$ cat src/rtl/mmc_wr_pkg.sv
package mmc_wr_pkg;

    typedef enum logic [3:0] {
        ST_IDLE, ST_ARMED, ST_START, ST_DATA, ST_CRC,
        ST_END, ST_STAT, ST_BUSY, ST_PEMPTY, ST_PBLK
    } wr_st_t;

    localparam logic [15:0] CRC_POLY    = 16'h1021;
    localparam int          CTL_DE_BIT  = 4;
    localparam int          CTL_RUN_BIT = 5;
    localparam int          CTL_OFF_BIT = 7;
    localparam logic [2:0]  TOK_OK      = 3'b010;

    function automatic logic [15:0] crc16_step(input logic [15:0] crc, input logic b);
        logic fb;
        fb = crc[15] ^ b;
        return {crc[14:0], 1'b0} ^ (fb ? CRC_POLY : 16'h0000);
    endfunction

endpackage

$ cat src/rtl/mmc_clk_gate.sv
module mmc_clk_gate #(
    parameter int DIV_W = 8
) (
    input  logic             clk,
    input  logic             rst,
    input  logic [DIV_W-1:0] div_i,
    input  logic             run_i,
    output logic             mmc_clk_o,
    output logic             rise_o,
    output logic             fall_o
);
    logic [DIV_W-1:0] cnt_q;
    logic             clk_q;
    logic             en, tick;

    // a high phase is always finished before the gate closes
    assign en     = run_i | clk_q;
    assign tick   = en && (cnt_q == div_i);
    assign rise_o = tick && !clk_q;
    assign fall_o = tick && clk_q;
    assign mmc_clk_o = clk_q;

    always_ff @(posedge clk) begin
        if (rst) begin
            cnt_q <= '0;
            clk_q <= 1'b0;
        end else if (!en) begin
            cnt_q <= '0;
        end else if (tick) begin
            cnt_q <= '0;
            clk_q <= ~clk_q;
        end else begin
            cnt_q <= cnt_q + 1'b1;
        end
    end


    no_runt_chk: assert property (@(posedge clk) disable iff (rst)
        (!run_i && !clk_q) |=> !clk_q);

endmodule

$ cat src/rtl/mmc_crc16.sv
module mmc_crc16 (
    input  logic clk,
    input  logic rst,
    input  logic clr_i,
    input  logic en_i,
    input  logic bit_i,
    input  logic sh_i,
    output logic msb_o
);
    import mmc_wr_pkg::*;
    logic [15:0] crc_q;

    always_ff @(posedge clk) begin
        if (rst || clr_i)  crc_q <= '0;
        else if (en_i)     crc_q <= crc16_step(crc_q, bit_i);
        else if (sh_i)     crc_q <= {crc_q[14:0], 1'b0};
    end

    assign msb_o = crc_q[15];

endmodule

$ cat src/rtl/mmc_wr_seq.sv
module mmc_wr_seq #(
    parameter int DW    = 8,
    parameter int LEN_W = 10,
    parameter int CNT_W = 8
) (
    input  logic             clk,
    input  logic             rst,
    input  logic [LEN_W-1:0] blk_len_i,
    input  logic [CNT_W-1:0] blk_cnt_i,
    input  logic             rsp_done_i,
    input  logic             de_i,
    input  logic             off_i,
    input  logic             fifo_empty_i,
    input  logic [DW-1:0]    fifo_rdata_i,
    output logic             fifo_rd_o,
    input  logic             rise_i,
    input  logic             fall_i,
    input  logic             dat_in_i,
    input  logic             crc_msb_i,
    output logic             crc_clr_o,
    output logic             crc_en_o,
    output logic             crc_bit_o,
    output logic             crc_sh_o,
    output logic             run_o,
    output logic             dat_out_o,
    output logic             dat_oe_o,
    output logic             crc_err_o,
    output logic             busy_o
);
    import mmc_wr_pkg::*;
    localparam int BC_W = (DW > 16) ? $clog2(DW) + 1 : 5;

    wr_st_t           st_q;
    logic [DW-1:0]    sh_q;
    logic [BC_W-1:0]  bitc_q;
    logic [LEN_W-1:0] bytec_q;
    logic [CNT_W-1:0] blkc_q;
    logic             run_q, err_q, tok_got_q;
    logic [1:0]       tokc_q;
    logic [2:0]       tok_q;
    logic             last_bit, last_byte, last_blk, fetch, resume;

    always_comb begin
        last_bit  = (bitc_q == BC_W'(DW - 1));
        last_byte = (bytec_q == blk_len_i - LEN_W'(1));
        last_blk  = (blkc_q == blk_cnt_i - CNT_W'(1));
        fetch     = !off_i && fall_i &&
                    (st_q == ST_START || (st_q == ST_DATA && last_bit && !last_byte));
        resume    = !off_i && st_q == ST_PEMPTY && de_i && !fifo_empty_i;
        fifo_rd_o = (fetch && !fifo_empty_i) || resume;
        crc_clr_o = (st_q == ST_START);
        crc_en_o  = !off_i && fall_i && st_q == ST_DATA;
        crc_bit_o = sh_q[DW-1];
        crc_sh_o  = !off_i && fall_i && st_q == ST_CRC;
        unique case (st_q)
            ST_START: dat_out_o = 1'b0;
            ST_DATA:  dat_out_o = sh_q[DW-1];
            ST_CRC:   dat_out_o = crc_msb_i;
            default:  dat_out_o = 1'b1;
        endcase
        dat_oe_o = st_q inside {ST_START, ST_DATA, ST_CRC, ST_END, ST_PEMPTY};
    end

    always_ff @(posedge clk) begin
        if (rst) begin
            st_q <= ST_IDLE;  sh_q <= '0;  bitc_q <= '0;  bytec_q <= '0;
            blkc_q <= '0;  run_q <= 1'b0;  err_q <= 1'b0;
            tok_got_q <= 1'b0;  tokc_q <= '0;  tok_q <= '0;
        end else if (off_i) begin
            st_q  <= ST_IDLE;
            run_q <= 1'b0;
        end else begin
            unique case (st_q)
                ST_IDLE: if (rsp_done_i) begin
                    st_q <= ST_ARMED;  err_q <= 1'b0;  blkc_q <= '0;
                end
                ST_ARMED, ST_PBLK: if (de_i) begin
                    st_q <= ST_START;  run_q <= 1'b1;  bytec_q <= '0;
                end
                ST_START: if (fall_i) begin
                    bitc_q <= '0;
                    if (fifo_empty_i) begin st_q <= ST_PEMPTY; run_q <= 1'b0; end
                    else begin sh_q <= fifo_rdata_i; st_q <= ST_DATA; end
                end
                ST_DATA: if (fall_i) begin
                    sh_q <= sh_q << 1;
                    if (!last_bit) bitc_q <= bitc_q + 1'b1;
                    else begin
                        bitc_q <= '0;
                        if (last_byte) begin bytec_q <= '0; st_q <= ST_CRC; end
                        else begin
                            bytec_q <= bytec_q + 1'b1;
                            if (fifo_empty_i) begin st_q <= ST_PEMPTY; run_q <= 1'b0; end
                            else sh_q <= fifo_rdata_i;
                        end
                    end
                end
                ST_PEMPTY: if (resume) begin
                    sh_q <= fifo_rdata_i;  bitc_q <= '0;  st_q <= ST_DATA;  run_q <= 1'b1;
                end
                ST_CRC: if (fall_i) begin
                    if (bitc_q == BC_W'(15)) begin bitc_q <= '0; st_q <= ST_END; end
                    else bitc_q <= bitc_q + 1'b1;
                end
                ST_END: if (fall_i) begin
                    st_q <= ST_STAT;  tok_got_q <= 1'b0;  tokc_q <= '0;
                end
                ST_STAT: if (rise_i) begin
                    if (!tok_got_q) tok_got_q <= !dat_in_i;
                    else if (tokc_q != 2'd3) begin
                        tok_q  <= {tok_q[1:0], dat_in_i};
                        tokc_q <= tokc_q + 1'b1;
                    end else begin
                        if (tok_q != TOK_OK) err_q <= 1'b1;
                        st_q <= ST_BUSY;
                    end
                end
                ST_BUSY: if (rise_i && dat_in_i) begin
                    run_q <= 1'b0;
                    if (last_blk) st_q <= ST_IDLE;
                    else begin blkc_q <= blkc_q + 1'b1; st_q <= ST_PBLK; end
                end
                default: st_q <= ST_IDLE;
            endcase
        end
    end

    assign run_o     = run_q;
    assign crc_err_o = err_q;
    assign busy_o    = (st_q != ST_IDLE);


    abort_chk: assert property (@(posedge clk) disable iff (rst)
        off_i |=> (st_q == ST_IDLE && !dat_oe_o));

    crc_err_src_chk: assert property (@(posedge clk) disable iff (rst)
        $rose(err_q) |-> $past(st_q) == ST_STAT);

    empty_hold_chk: assert property (@(posedge clk) disable iff (rst)
        (st_q == ST_PEMPTY && fifo_empty_i) |=> st_q inside {ST_PEMPTY, ST_IDLE});

    busy_hold_chk: assert property (@(posedge clk) disable iff (rst)
        (st_q == ST_BUSY && rise_i && !dat_in_i && !off_i) |=> st_q == ST_BUSY);

endmodule

$ cat src/rtl/mmc_wr_xfer.sv
module mmc_wr_xfer #(
    parameter int DW    = 8,
    parameter int DIV_W = 8,
    parameter int LEN_W = 10,
    parameter int CNT_W = 8
) (
    input  logic             clk,
    input  logic             rst,
    input  logic [DIV_W-1:0] cfg_div,
    input  logic [LEN_W-1:0] cfg_blk_len,
    input  logic [CNT_W-1:0] cfg_blk_cnt,
    input  logic             rsp_done,
    input  logic             ctl_wr,
    input  logic [7:0]       ctl_wdata,
    output logic [7:0]       ctl_rdata,
    input  logic             fifo_empty,
    input  logic [DW-1:0]    fifo_rdata,
    output logic             fifo_rd,
    output logic             mmc_clk,
    output logic             mmc_dat_out,
    output logic             mmc_dat_oe,
    input  logic             mmc_dat_in,
    output logic             crc_err,
    output logic             xfer_busy
);
    import mmc_wr_pkg::*;

    logic de, off, run, rise, fall;
    logic crc_clr, crc_en, crc_bit, crc_sh, crc_msb;

    assign de  = ctl_wr && ctl_wdata[CTL_DE_BIT];
    assign off = ctl_wr && ctl_wdata[CTL_OFF_BIT];

    always_comb begin
        ctl_rdata = '0;
        ctl_rdata[CTL_RUN_BIT] = run;
    end

    mmc_clk_gate #(.DIV_W(DIV_W)) u_gate (
        .clk(clk), .rst(rst), .div_i(cfg_div), .run_i(run),
        .mmc_clk_o(mmc_clk), .rise_o(rise), .fall_o(fall)
    );

    mmc_crc16 u_crc (
        .clk(clk), .rst(rst), .clr_i(crc_clr), .en_i(crc_en),
        .bit_i(crc_bit), .sh_i(crc_sh), .msb_o(crc_msb)
    );

    mmc_wr_seq #(.DW(DW), .LEN_W(LEN_W), .CNT_W(CNT_W)) u_seq (
        .clk(clk), .rst(rst), .blk_len_i(cfg_blk_len), .blk_cnt_i(cfg_blk_cnt),
        .rsp_done_i(rsp_done), .de_i(de), .off_i(off),
        .fifo_empty_i(fifo_empty), .fifo_rdata_i(fifo_rdata), .fifo_rd_o(fifo_rd),
        .rise_i(rise), .fall_i(fall), .dat_in_i(mmc_dat_in), .crc_msb_i(crc_msb),
        .crc_clr_o(crc_clr), .crc_en_o(crc_en), .crc_bit_o(crc_bit), .crc_sh_o(crc_sh),
        .run_o(run), .dat_out_o(mmc_dat_out), .dat_oe_o(mmc_dat_oe),
        .crc_err_o(crc_err), .busy_o(xfer_busy)
    );


    idle_clk_low_chk: assert property (@(posedge clk) disable iff (rst)
        (!xfer_busy && !mmc_clk) |=> !mmc_clk);

endmodule

$ cat config.mk
export PLATFORM = sky130hd
export DESIGN_NAME = mmc_wr_xfer
export DESIGN_NICKNAME = d
export VERILOG_FILES = /design/src/rtl/mmc_wr_pkg.sv /design/src/rtl/mmc_clk_gate.sv /design/src/rtl/mmc_crc16.sv /design/src/rtl/mmc_wr_seq.sv /design/src/rtl/mmc_wr_xfer.sv
export SDC_FILE = /design/constraint.sdc
export NUM_CORES = 1
export LEC_CHECK = 0
export BUFFER_PORTS_ARGS = -buffer_cell sky130_fd_sc_hd__buf_2
export CORE_UTILIZATION = 31
export DETAILED_ROUTE_END_ITERATION = 10
export PLACE_DENSITY = 0.55
export SYNTH_ARGS = -nofsm -noshare
export SYNTH_HDL_FRONTEND = slang
export SYNTH_HIERARCHICAL = 1
export SYNTH_SLANG_ARGS = --single-unit
export TNS_END_PERCENT = 20
$ cat constraint.sdc
create_clock -name clk -period 7.4 [get_ports clk]
set_clock_uncertainty 0.15 [all_clocks]
set_input_delay 0.37 -clock clk [delete_from_list [all_inputs] [get_ports clk]]
set_output_delay 0.37 -clock clk [all_outputs]
set_load 0.05 [all_outputs]
-- Word-level counts from Yosys, hierarchy flattened
Cells that the tools add are included.
- muxes and demuxes: 70
- bitwise gates (word level): 6
- add/subtract/negate cells: 7
- equal/unequal tests: 35
- reductions and logical operators: 49
- operators by type and width (cell ; number):
    $mux 8 ; 10
    $mux 4 ; 17
    $mux 10 ; 4
    $pmux 4 s9 ; 1
    $mux 16 ; 2
    $mux 5 ; 6
    $ne 2x1->1 const B ; 12
    $pmux 8 s3 ; 1
    $pmux 10 s2 ; 1
    $pmux 5 s4 ; 1
    $reduce_and 6->1 ; 3
    $add 8x1->8 const B ; 2
    $eq 4x3->1 const B ; 4
    $eq 8x8->1 ; 2
    $logic_and 1x1->1 ; 16
    $mux 1 ; 16
    $pmux 8 s2 ; 1
    $xor 16x16->16 ; 1
    $reduce_and 5->1 ; 3
    $ne 2x2->1 const B ; 7
    $reduce_and 14->1 ; 1
    $mux 13 ; 1
    $add 10x1->10 const B ; 1
    $eq 10x10->1 ; 1
    other kinds (31) ; 53
- input port bits: 48
- bits in registers: 68

-- Longest topological paths before layout
- depth after elaboration: 8
- gate-level depth with buffers: 13
- depth with buffers taken out: 12

-- Cells and area by module
The synthesis kept the hierarchy.
- modules (own cells, without submodules) (module ; cells each ; area each (µm²) ; instances):
    mmc_wr_seq ; 408 ; 3099.2 ; 1
    mmc_crc16 ; 73 ; 623.1 ; 1
    mmc_clk_gate ; 51 ; 451.7 ; 1
    mmc_wr_xfer ; 11 ; 76.3 ; 1

-- Worst setup path after synthesis
Ideal clock, no wire load.
- kind: input-to-output
- start point: input cfg_blk_len[0]
- end point: output fifo_rd
- cell stages on the path: 9
- arrival: 2.666 ns
- slack: 4.214 ns
- cells stage by stage: inv_1 -> ha_1 -> and3_2 -> mux2_2 -> o21ai_2 -> a211oi_4 -> nor2_1 -> a32oi_1 -> nor3_1
- word-level cells in the longest chain between the ends: 8
- RTL lines (item ; RTL line ; RTL):
    from (decl) ; mmc_wr_xfer.sv:10 ; input logic [LEN_W-1:0] cfg_blk_len,
    $sub 10x1->10 ; mmc_wr_seq.sv:45 ; last_byte = (bytec_q == blk_len_i - LEN_W'(1));
    $eq 10x10->1 ; mmc_wr_seq.sv:45 ;
    $logic_not 1->1 ; mmc_wr_seq.sv:48 ; (st_q == ST_START || (st_q == ST_DATA && last_bit && !last_byte));
    $logic_and 1x1->1 ; mmc_wr_seq.sv:48 ;
    $logic_or 1x1->1 ; mmc_wr_seq.sv:48 ;
    $logic_and 1x1->1 ; mmc_wr_seq.sv:47 ; fetch = !off_i && fall_i &&
    $logic_and 1x1->1 ; mmc_wr_seq.sv:50 ; fifo_rd_o = (fetch && !fifo_empty_i) || resume;
    $logic_or 1x1->1 ; mmc_wr_seq.sv:50 ;
    to (decl) ; mmc_wr_xfer.sv:18 ; output logic fifo_rd,
Every way passes these cells.

-- Worst setup path after layout
- start point: register u_gate.cnt_q[2]
- end point: register u_seq.blkc_q[5]
- word-level cells in the longest chain between the ends: 6
- RTL lines (item ; RTL line ; RTL):
    from (decl) ; mmc_clk_gate.sv:12 ; logic [DIV_W-1:0] cnt_q;
    from (signal assigned) ; mmc_clk_gate.sv:33 ; cnt_q <= cnt_q + 1'b1;
    $eq 8x8->1 ; mmc_clk_gate.sv:18 ; assign tick = en && (cnt_q == div_i);
    $logic_and 1x1->1 ; mmc_clk_gate.sv:18 ;
    $logic_and 1x1->1 ; mmc_clk_gate.sv:19 ; assign rise_o = tick && !clk_q;
    net rise ; mmc_wr_xfer.sv:28 ; logic de, off, run, rise, fall;
    $logic_and 1x1->1 ; mmc_wr_seq.sv:118 ; ST_BUSY: if (rise_i && dat_in_i) begin
    $ne 2x1->1 (no source line) ; -- ;
    $reduce_and 5->1 (no source line) ; -- ;
    to (signal assigned) ; mmc_wr_seq.sv:67 ; blkc_q <= '0; run_q <= 1'b0; err_q <= 1'b0;
    to (signal assigned) ; mmc_wr_seq.sv:75 ; st_q <= ST_ARMED; err_q <= 1'b0; blkc_q <= '0;
    to (signal assigned) ; mmc_wr_seq.sv:121 ; else begin blkc_q <= blkc_q + 1'b1; st_q <= ST_PBLK; end
    to (decl) ; mmc_wr_seq.sv:37 ; logic [CNT_W-1:0] blkc_q;
The timed path passes the listed nets, and every way through them passes these cells.
A chain may end at the register's enable or synchronous reset.

==> results by group <==
Outcome
  • Status: completed

Critical path
  • Crit path capture type: flop
  • CP max-delay cell: nor4_1
  • Crit path launch type: flop
  • CP Cell Sequence: xnor2_1 -> nand4_1 -> nor4_1 -> a21boi_0 -> nor4_1 -> a31oi_1 -> or4_1 -> a21oi_1
  • CP max FO: 14
  • Cell repeated most along the worst path: nor4_1
  • Worst R2R Path Depth: 8
  • Reg2Reg Setup Slack: 3940 ps
  • Worst path required time: 7510 ps
  • CP max stage delay: 670 ps
  • CP arrival: 3560 ps
  • Crit Path Class: reg2reg

Layout
  • Final nets: 629
  • Post-Layout Cell Count: 753
  • Most frequent cells in the layout: nor2_1, dfxtp_1, nand2_1, buf_2, a21oi_1
  • Ratio of cells with drive above 1 in the final layout: 15.25%
  • Reg area: 1361 um2
  • Leading cell type in the layout, fill and taps excluded: nor2_1
  • Fillers: 1383
  • Antenna cells: 0
  • Multi-input logic area: 2643 um2
  • Layout area overhead: 14.04%

STA
  • Hold Fails Final Rpt: 0
  • Worst rel slew slack: 31.06%
  • Max Slew Vio Count: 0
  • Total negative slack: 0 ps
  • Minimum clock period after layout: 3456 ps
  • Final Setup Violations: 0
  • Unrepaired setup endpoints after global routing: false
  • Worst Tran Pin Value: 1029 ps
  • Achievable Freq: 0.2893 GHz
  • Crit share post-route: 46.70%

Flow run
  • Maxcap violations: 0

Worst hold path
  • Min-Delay Path Depth: 3
  • Tightest Hold Check Type: in2reg

Clock tree
  • Setup repair bufs after CTS: 0
  • Clk Latency, worst-skew pair: 330 ps
  • CTS resizes: 0
  • Clk sinks: 68
  • CTS tree: yes
  • CTS buffer count: 9
  • # hold bufs at CTS: 0
  • CTS Buffer Depth: 2
  • H-tree Lvls: 3
  • Clock-pin slew on the worst setup and hold paths: 60 ps
  • Clock root buffer: clkbuf_16

GRT
  • Vias in the first global route: 3579
  • Initial antenna violation count: 0
  • Total GRT Usage: 13.78%
  • Pin count of the biggest net entering global routing: 27
  • First-pass GRT wire length: 16170 um
  • Total gr overflow: 0

Synthesis
  • Predominant post-synthesis flop cell: dfxtp_1
  • Post-Syn Area: 4250 um2
  • Mean Syn Cell Area: 7.827 um2
  • Ys async rst share: 0%
  • Synth warn: 6
  • Post-synth EDFFs: 0
  • Sequential area share after synthesis: 32.03%
  • Synth unique cells: 66
  • Seq cells post-synth: 68
  • Synth Instances: 543

Floorplan
  • Die Height: 119.1 um
  • Core ar.: 13300 um2
  • Die Wd: 119.1 um
  • IO Pins: 62
  • # rows: 42
  • Initial Utilization: 31.97%
  • Die Footprint: 14180 um2

Drt
  • DR vias: 3833
  • WL per Instance: 12.62 um
  • DRC viols: 0
  • Vias/cell: 5.090
  • Initial DRC count: 303
  • Final WL: 9504 um
  • Initial DRT Pass Iterations: 4
  • Detail Route Antenna Nets: 0

Placed design
  • Placed Instances: 737
  • Port Buf Inserts: 48
  • Half-perimeter wire length after placement: 6886 um
  • GPL Wtd Cong: 0.8280

Power and ir drop
  • P per Cell Area: 197.8 nW/um2
  • Total power: 0.9588 mW
  • VDD IR max: 0.09987 mV
  • Leak: 1.739 nW
area by class of cell:
type | count | share of cell area, %
timing repair buffer | 49 | 5.111
multi-input combinational | 425 | 54.52
clock inverter | 4 | 0.9809
sequential | 68 | 28.08
tap | 176 | 4.543
clock buffer | 12 | 5.292
inverter | 19 | 1.471
routing by layer:
metal,track usage [%],share of wire [%],vias to the layer above
met5,0,0,-
met4,4.905,1.2,0
met3,2.443,3.5,12
met2,22.38,47,90
met1,18.21,49,1776
li1,-,-,1955
flip-flops by register name, indices dropped and copies added (netlist names):
signal            cells
u_crc/crc_q          16
u_gate/cnt_q          8
u_gate/mmc_clk_o      1
u_seq/bitc_q          5
u_seq/blkc_q          8
u_seq/bytec_q        10
u_seq/crc_err_o       1
u_seq/run_o           1
u_seq/sh_q            8
u_seq/st_q            4
u_seq/tok_got_q       1
u_seq/tok_q           3
u_seq/tokc_q          2
final timing paths:
| kind | startpoint | endpoint |
|---|---|---|
| hold reg to reg | u_crc/crc_q[1] | u_crc/crc_q[1] |
| setup reg to reg | u_gate/cnt_q[2] | u_seq/blkc_q[5] |
| setup / recovery | u_gate/cnt_q[2] | u_seq/blkc_q[5] |
| hold / removal | fifo_rdata[0] | u_seq/sh_q[0] |
through the flow:
| step | utilization (%) | setup slack, ps | hold slack (ps) | cell area (um2) |
|---|---|---|---|---|
| after floorplan | - | 4214 | 281.5 | 4273 |
| after global placement | 34.17 | 3988 | 289.2 | 4543 |
| after detailed placement | 34.17 | 3949 | 293.2 | 4543 |
| after CTS | 36.46 | 4001 | 170.0 | 4847 |
| after global routing | 36.46 | 3555 | 207.1 | 4847 |
| final | 36.46 | 3944 | 178.4 | 4847 |
power by group:
part	total [mW]	internal (mW)	switching, mW
clock network	0.428	0.278	0.150
logic	0.143	0.0494	0.0939
registers	0.387	0.372	0.0155
total	0.959	0.699	0.260
worst max-delay path, delay by kind of cell, from the launching register on:
family                    cells  cell delay (ps)
and+or+nand+nor               4             1830
AOI/OAI and AO/OA             3              830
DFF                           1              420
xor gates and xnor gates      1              140
cells by family (layout without fill, tap and decap cells):
group / count (synthesis) / count (layout) / synth area share [%]
other: 1 / 7 / 0.08823
xor gates and xnor gates: 43 / 43 / 8.861
DFF: 68 / 68 / 32.03
muxes: 20 / 20 / 4.739
AOI/OAI and AO/OA: 111 / 111 / 17.78
and+or+nand+nor: 235 / 235 / 27.52
buffers and inverters: 56 / 84 / 6.329
adders and majority gates: 9 / 9 / 2.649
Yosys cell counts (9+ instances only):
library cell	number	area, um2
nand2_1	60	225.2
a21oi_1	37	185.2
nor3_1	15	75.07
a211oi_1	14	105.1
or3_1	9	56.30
xor2_1	17	148.9
dfxtp_1	68	1361
buf_4	10	75.07
mux2i_1	19	190.2
o21ai_0	14	70.07
nor2b_1	11	68.82
nand4_1	9	56.30
xnor2_1	26	227.7
inv_1	18	67.56
nand3_1	13	65.06
nor2_1	73	274.0
clkbuf_1	18	67.56
ha_1	9	112.6
(Power assumes the default switching activity.)
